`config.mk`:
```
export PLATFORM = sky130hd
export DESIGN_NAME = sc_t0_tx
export DESIGN_NICKNAME = d
export VERILOG_FILES = /design/src/rtl/sc_t0_pkg.sv /design/src/rtl/sc_t0_etu.sv /design/src/rtl/sc_t0_seq.sv /design/src/rtl/sc_t0_tx.sv
export SDC_FILE = /design/constraint.sdc
export NUM_CORES = 1
export LEC_CHECK = 0
export BUFFER_PORTS_ARGS = -buffer_cell sky130_fd_sc_hd__buf_2
export CELL_PAD_IN_SITES_DETAIL_PLACEMENT = 1
export CELL_PAD_IN_SITES_GLOBAL_PLACEMENT = 1
export CORE_AREA = 5 5 87 89
export DETAILED_ROUTE_END_ITERATION = 16
export DIE_AREA = 0 0 92 94
export GPL_TIMING_DRIVEN = 0
export PLACE_DENSITY = 0.83
export SETUP_SLACK_MARGIN = 0.05
export SKIP_LAST_GASP = 1
export SLEW_MARGIN = 20
export SYNTH_ARGS = -nofsm -noshare
export SYNTH_HDL_FRONTEND = slang
export SYNTH_SLANG_ARGS = --single-unit
```
`constraint.sdc`:
```
create_clock -name clk -period 2.7 [get_ports clk]
set_input_delay 0.54 -clock clk [delete_from_list [all_inputs] [get_ports clk]]
set_output_delay 0.54 -clock clk [all_outputs]
set_load 0.01 [all_outputs]
```
`src/rtl/sc_t0_pkg.sv`:
```
package sc_t0_pkg;

  localparam int unsigned SC_DATA_W     = 8;
  localparam int unsigned SC_IDX_W      = 4;
  localparam int unsigned SC_DRIVEN     = 10;  // start + 8 data + parity
  localparam int unsigned SC_GUARD      = 2;
  localparam int unsigned SC_FRAME_BITS = SC_DRIVEN + SC_GUARD;

  localparam logic [SC_IDX_W-1:0] SC_PARITY_IDX = SC_IDX_W'(SC_DRIVEN - 1);
  localparam logic [SC_IDX_W-1:0] SC_SAMPLE_IDX = SC_IDX_W'(SC_DRIVEN);
  localparam logic [SC_IDX_W-1:0] SC_LAST_IDX   = SC_IDX_W'(SC_FRAME_BITS - 1);

  // Even parity: XOR of the data byte.
  function automatic logic sc_even_parity(input logic [SC_DATA_W-1:0] d);
    return ^d;
  endfunction

  // Level carried by frame bit idx while the wire is driven.
  function automatic logic sc_frame_bit(input logic [SC_DATA_W-1:0] d,
                                        input logic [SC_IDX_W-1:0]  idx);
    logic [SC_IDX_W-1:0] k;
    k = idx - SC_IDX_W'(1);
    if (idx == '0)
      return 1'b0;
    else if (idx < SC_PARITY_IDX)
      return d[k[2:0]];
    else if (idx == SC_PARITY_IDX)
      return sc_even_parity(d);
    else
      return 1'b1;
  endfunction

  function automatic logic sc_driving(input logic [SC_IDX_W-1:0] idx);
    return idx < SC_IDX_W'(SC_DRIVEN);
  endfunction

endpackage

```
`src/rtl/sc_t0_etu.sv`:
```
module sc_t0_etu #(
  parameter int DIV_W = 16
) (
  input  logic             clk,
  input  logic             rst_n,
  input  logic             run,
  input  logic [DIV_W-1:0] cfg_div,
  output logic             etu_end
);

  logic [DIV_W-1:0] cnt;
  logic [DIV_W-1:0] last;

  function automatic logic [DIV_W-1:0] last_count(input logic [DIV_W-1:0] d);
    return (d == '0) ? '0 : d - {{(DIV_W-1){1'b0}}, 1'b1};
  endfunction

  assign last    = last_count(cfg_div);
  assign etu_end = run && (cnt == last);

  always_ff @(posedge clk or negedge rst_n) begin
    if (!rst_n)
      cnt <= '0;
    else if (!run || etu_end)
      cnt <= '0;
    else
      cnt <= cnt + {{(DIV_W-1){1'b0}}, 1'b1};
  end

endmodule

```
`src/rtl/sc_t0_seq.sv`:
```
module sc_t0_seq
  import sc_t0_pkg::*;
#(
  parameter int RETRY_W = 3
) (
  input  logic                 clk,
  input  logic                 rst_n,
  input  logic                 start,
  input  logic [SC_DATA_W-1:0] data,
  input  logic [RETRY_W-1:0]   retry_lim,
  input  logic                 etu_end,
  input  logic                 io_in,
  output logic                 busy,
  output logic [SC_IDX_W-1:0]  bit_idx,
  output logic [SC_DATA_W-1:0] hold_data,
  output logic [RETRY_W-1:0]   nack_cnt,
  output logic                 io_out,
  output logic                 io_oe,
  output logic                 nack_pulse,
  output logic                 done_pulse,
  output logic                 abort_pulse
);

  logic nacked;
  logic at_sample;
  logic at_last;

  assign at_sample  = busy && etu_end && (bit_idx == SC_SAMPLE_IDX);
  assign at_last    = busy && etu_end && (bit_idx == SC_LAST_IDX);
  assign nack_pulse = at_sample && !io_in;

  assign io_oe  = busy && sc_driving(bit_idx);
  assign io_out = io_oe ? sc_frame_bit(hold_data, bit_idx) : 1'b1;

  always_ff @(posedge clk or negedge rst_n) begin
    if (!rst_n) begin
      busy        <= 1'b0;
      bit_idx     <= '0;
      hold_data   <= '0;
      nack_cnt    <= '0;
      nacked      <= 1'b0;
      done_pulse  <= 1'b0;
      abort_pulse <= 1'b0;
    end else begin
      done_pulse  <= 1'b0;
      abort_pulse <= 1'b0;
      if (!busy) begin
        if (start) begin
          busy      <= 1'b1;
          bit_idx   <= '0;
          hold_data <= data;
          nack_cnt  <= '0;
          nacked    <= 1'b0;
        end
      end else if (etu_end) begin
        if (at_sample)
          nacked <= !io_in;
        if (at_last) begin
          if (!nacked) begin
            busy       <= 1'b0;
            done_pulse <= 1'b1;
          end else if (nack_cnt == retry_lim) begin
            busy        <= 1'b0;
            abort_pulse <= 1'b1;
          end else begin
            nack_cnt <= nack_cnt + {{(RETRY_W-1){1'b0}}, 1'b1};
            bit_idx  <= '0;
            nacked   <= 1'b0;
          end
        end else begin
          bit_idx <= bit_idx + SC_IDX_W'(1);
        end
      end
    end
  end

endmodule

```
`src/rtl/sc_t0_tx.sv`:
```
module sc_t0_tx
  import sc_t0_pkg::*;
#(
  parameter int DIV_W   = 16,
  parameter int RETRY_W = 3
) (
  input  logic               clk,
  input  logic               rst_n,
  input  logic [DIV_W-1:0]   cfg_div,
  input  logic [RETRY_W-1:0] cfg_retry,
  input  logic               nack_ie,
  input  logic               irq_clr,
  input  logic               tx_start,
  input  logic [7:0]         tx_data,
  output logic               tx_busy,
  output logic               tx_done,
  output logic               tx_abort,
  output logic               nack_irq,
  input  logic               io_in,
  output logic               io_out,
  output logic               io_oe
);

  logic                 etu_end;
  logic [SC_IDX_W-1:0]  bit_idx;
  logic [SC_DATA_W-1:0] hold_data;
  logic [RETRY_W-1:0]   nack_cnt;
  logic                 nack_pulse;
  logic                 nack_flag;

  sc_t0_etu #(.DIV_W(DIV_W)) u_etu (
    .clk     (clk),
    .rst_n   (rst_n),
    .run     (tx_busy),
    .cfg_div (cfg_div),
    .etu_end (etu_end)
  );

  sc_t0_seq #(.RETRY_W(RETRY_W)) u_seq (
    .clk         (clk),
    .rst_n       (rst_n),
    .start       (tx_start),
    .data        (tx_data),
    .retry_lim   (cfg_retry),
    .etu_end     (etu_end),
    .io_in       (io_in),
    .busy        (tx_busy),
    .bit_idx     (bit_idx),
    .hold_data   (hold_data),
    .nack_cnt    (nack_cnt),
    .io_out      (io_out),
    .io_oe       (io_oe),
    .nack_pulse  (nack_pulse),
    .done_pulse  (tx_done),
    .abort_pulse (tx_abort)
  );

  always_ff @(posedge clk or negedge rst_n) begin
    if (!rst_n)
      nack_flag <= 1'b0;
    else if (nack_pulse)
      nack_flag <= 1'b1;
    else if (irq_clr)
      nack_flag <= 1'b0;
  end

  assign nack_irq = nack_flag && nack_ie;

endmodule

```
==> metrics.md <==
| Metric | Value |
|---|---|
| Status | finished with violations |
| Failing checks | setup timing |
| Worst reg2reg endpoint | u_seq.nack_cnt[1]$_DFFE_PN0P_ |
| Post-synthesis compound-gate area fraction | 0.128 |
| DP Area | 0.00320 mm^2 |
| H-tree depth | 2 |
| Overall Power | 1650 uW |
| Post-synth EDFFs | 0 |
| Tot GR Track Use | 0.223 |
| GP Congestion | 0.892 |
| Post-DR wirelength/cell | between 20 and 25 um |
| Startpoint Class | primary input |
| Syn nets | approximately 370 |
| Area growth syn-to-layout | 31.0% |
| Largest net degree at the start of global routing | 37 |
| DRC Markers | 0 |
| Avg Inst Size Synth | 8.71 um^2 |
| Setup violators final | 28 |
| DR iter-0 viols | 202 |
| Final Cell Area | 0.00378 mm^2 |
| Worst r2r path cells | 9 |
| R2R Path Start | u_etu.cnt[10]$_DFF_PN0_ |
| Main combinational cell family by area after synthesis | simple AND/OR/NAND/NOR gates |
| Peak Freq | 306 MHz |
| Worst Slack Setup Final | -0.572 ns |
| Clock latency on the worst-skew pair | 0.31 ns |
| Flop2flop setup slack | -0.04 ns |
| Vias in the first global route | 3,171 |
| RSZ-0062 raised after global routing | true |
| Critical Path RT | 2.88 ns |
| Placed cells | 447 |
| Top FF cell, synth | dfrtp_1 |
| Die height | around 94 um |
| Worst Tran Pin Value | approximately 0.86 ns |
| Synth Area in XOR/XNOR | 0.102 |
| Worst vdd ir | ~0.26 mV |
| CP Max Fanout | 6 |
| Leakage | 0.00157 uW |
| Mux share of post-synthesis cell area | 0.0747 |
| Max-slew violations | 0 |
| Post-synth top area cell | dfrtp_1 |
| Gate count of the mapped netlist | approximately 330 |
| Slew Limit Headroom | 0.424 |
| Seq/Total Area, Yosys | 0.313 |
| Post-Synth Simple-Gate Area | 0.312 |
| CP Data Arrival Time | 3.45 ns |
| CTS Buf Count | 5 |
| Area share of fa/ha/maj cells after synthesis | 0.0304 |
| Die area | 0.00865 mm^2 |
| Worst min path class | primary input to asynchronous set/reset pin |
| Post-synthesis cell type count | 57 |
| # diodes | 0 |
| Final non-filler cell total | roughly 490 |
| Initial antenna violation count | 0 |
| Synth top area share | 0.313 |
| CP Capture Type | flop |
| I/O pins | 39 |
| Synthesis-stage register bit count | 36 |
| TritonCTS clock tree | yes |
| P per Cell Area | 436 mW/mm^2 |
| Placement row count | 30 |
| Clock slew at reported path FFs | ~0.090 ns |
| Clock Sinks | 36 |
| CTS root buffer | clkbuf_8 |
| Initial Utilization | 0.431 |
| Yosys warnings | 0 |
| CTS max path bufs | 2 |
| Routed WL | around 11,000 um |
| Via count | 3,069 |
| Horiz. Die Dim | between 90 and 100 um |
| Critical path type | primary input to flop |
| Port Buffers | 36 |
| 1st-pass router iterations | 5 |
| Hold Fails Final Rpt | 0 |
| Share of layout cells above drive strength 1 | 0.333 |
| Final core utilization | 0.565 |
| # fillers | about 800 |
| Grt total ovfl | 0 |
| Synth area leaders | dfrtp_1 31%, xnor2_1 6.1%, nor2_1 4.2% |
| Fin crit share | 1.21 |
| Max-cap viol count | 0 |
| Nets | 444 |
| Mapped cell area | about 0.0029 mm^2 |
| First-pass GRT wire length | 15,400 um |
| Hpwl dp | roughly 6400 um |
| Clk_skew | a little over 0.02 ns |
| ANT nets after route | 0 |
| Via density | 6.33 |
| Hold_ws | 0.340 ns |
| Asr flop ratio synth | 1.00 |
| Final critical-path required period | around 3.3 ns |
| Core Area | 0.00668 mm^2 |
==> per-stage QoR <==
stage                     worst slack (ns)  setup TNS [ns]
after global placement               -1.38          -31.64
after global routing                -0.610          -13.57
after CTS                           -0.439          -10.30
after floorplan                     -0.636          -13.86
after detailed placement             -1.44          -32.25
final                               -0.572          -12.56
==> repair_timing <==
action,4_1_cts,5_1_grt
gates resized for setup,46,26
hold buffers,0,0
gates cloned,1,0
endpoints found under the setup margin,29,29
pin swaps,16,20
setup buffers,20,12
==> layout by cell type, fill, tap and decap left out, types with 5 or more instances in the layout <==
| master | instances |
|---|---|
| a21oi_1 | 6 |
| and2_1 | 7 |
| and3_1 | 6 |
| buf_2 | 32 |
| buf_4 | 24 |
| buf_6 | 10 |
| clkbuf_1 | 6 |
| clkbuf_8 | 7 |
| dfrtp_1 | 36 |
| ha_1 | 5 |
| inv_1 | 12 |
| mux2_2 | 8 |
| mux2i_1 | 8 |
| nand2_1 | 20 |
| nand3_1 | 22 |
| nand4_1 | 14 |
| nor2_1 | 17 |
| nor2_2 | 14 |
| nor2b_1 | 8 |
| nor3_1 | 9 |
| nor4_1 | 6 |
| nor4_4 | 5 |
| o211ai_1 | 5 |
| o21ai_0 | 6 |
| or3_1 | 6 |
| xnor2_1 | 20 |
| xor2_1 | 11 |
==> routing by layer <==
layer / GRT usage / vias up / routed length (um)
li1: - / 1366 / -
met1: 0.260 / 1527 / 4330
met2: 0.400 / 134 / 5280
met3: 0.0417 / 42 / 490
met4: 0.0903 / 0 / 420
met5: 0 / - / 0
==> cell type report <==
class                           count  area (um^2)  area share
Multi-Input combinational cell    267         2070       0.548
Clock buffer                        5         68.8      0.0182
Clock inverter                      3         18.8     0.00497
Tap cell                           80          100      0.0265
Buffer                             12         96.3      0.0255
Inverter                           15         61.3      0.0162
Timing Repair Buffer               67          460       0.122
Sequential cell                    36          901       0.239
==> where the power goes <==
group	internal [uW]	leakage, uW	total, uW	switching (uW)
Clock	180	0.0000479	407	226
Combinational	245	0.00106	534	289
Sequential	602	0.000460	706	104
Total	1030	0.00157	1650	620
==> critical path: stages <==
cell,delay [ns]
clkbuf_4,0.15
or2_2,0.35
o41ai_1,0.59
nand3_1,0.19
o211ai_1,0.19
nand3b_1,0.21
or4_4,0.57
buf_6,0.16
buf_4,0.14
o211ai_1,0.24
nand3_1,0.14
==> cell families (layout without fill, tap and decap cells) <==
| family | after synthesis | after routing |
|---|---|---|
| AND/OR/NAND/NOR | 161 | 161 |
| adder cells (fa/ha/maj) | 7 | 7 |
| AO/OA/AOI/OAI | 49 | 49 |
| flip-flops | 36 | 36 |
| XOR/XNOR | 32 | 32 |
| buffers and inverters | 28 | 102 |
| multiplexers | 18 | 18 |
==> Yosys cell counts (all sizes together) (3+ instances only) <==
| master | n |
|---|---|
| mux2 | 8 |
| o311ai | 3 |
| xnor2 | 20 |
| inv | 15 |
| and2 | 7 |
| o21ai | 9 |
| nand4 | 14 |
| nor2 | 32 |
| or4 | 4 |
| mux2i | 8 |
| ha | 7 |
| or3 | 6 |
| nor4 | 11 |
| xor2 | 11 |
| nor3 | 14 |
| a311o | 4 |
| o21a | 3 |
| dfrtp | 36 |
| nand2 | 22 |
| a21oi | 6 |
| clkbuf | 9 |
| nor2b | 8 |
| and3 | 6 |
| o211ai | 5 |
| nand3 | 22 |
| buf | 4 |
==> flip-flops by register name (all words and copies together) (netlist names) <==
signal / count
u_etu.cnt: 16
u_seq.hold_data: 8
u_seq.bit_idx: 4
u_seq.nack_cnt: 3
nack_flag: 1
u_seq.abort_pulse: 1
u_seq.busy: 1
u_seq.done_pulse: 1
u_seq.nacked: 1
==> worst max path at each step <==
stage	cells past startpoint	from	slack, ns	endpoint
after floorplan	10	cfg_div[2]	-0.64	u_seq.bit_idx[1]$_DFFE_PN0P_
after global placement	13	cfg_div[0]	-1.38	u_seq.nack_cnt[1]$_DFFE_PN0P_
after detailed placement	13	cfg_div[0]	-1.44	u_seq.nack_cnt[1]$_DFFE_PN0P_
after CTS	10	cfg_div[5]	-0.44	u_seq.bit_idx[1]$_DFFE_PN0P_
after global routing	11	cfg_div[1]	-0.61	u_seq.nacked$_DFFE_PN0P_
final	11	cfg_div[1]	-0.57	u_seq.nacked$_DFFE_PN0P_
No activity file was read; power rests on OpenSTA's default activity.
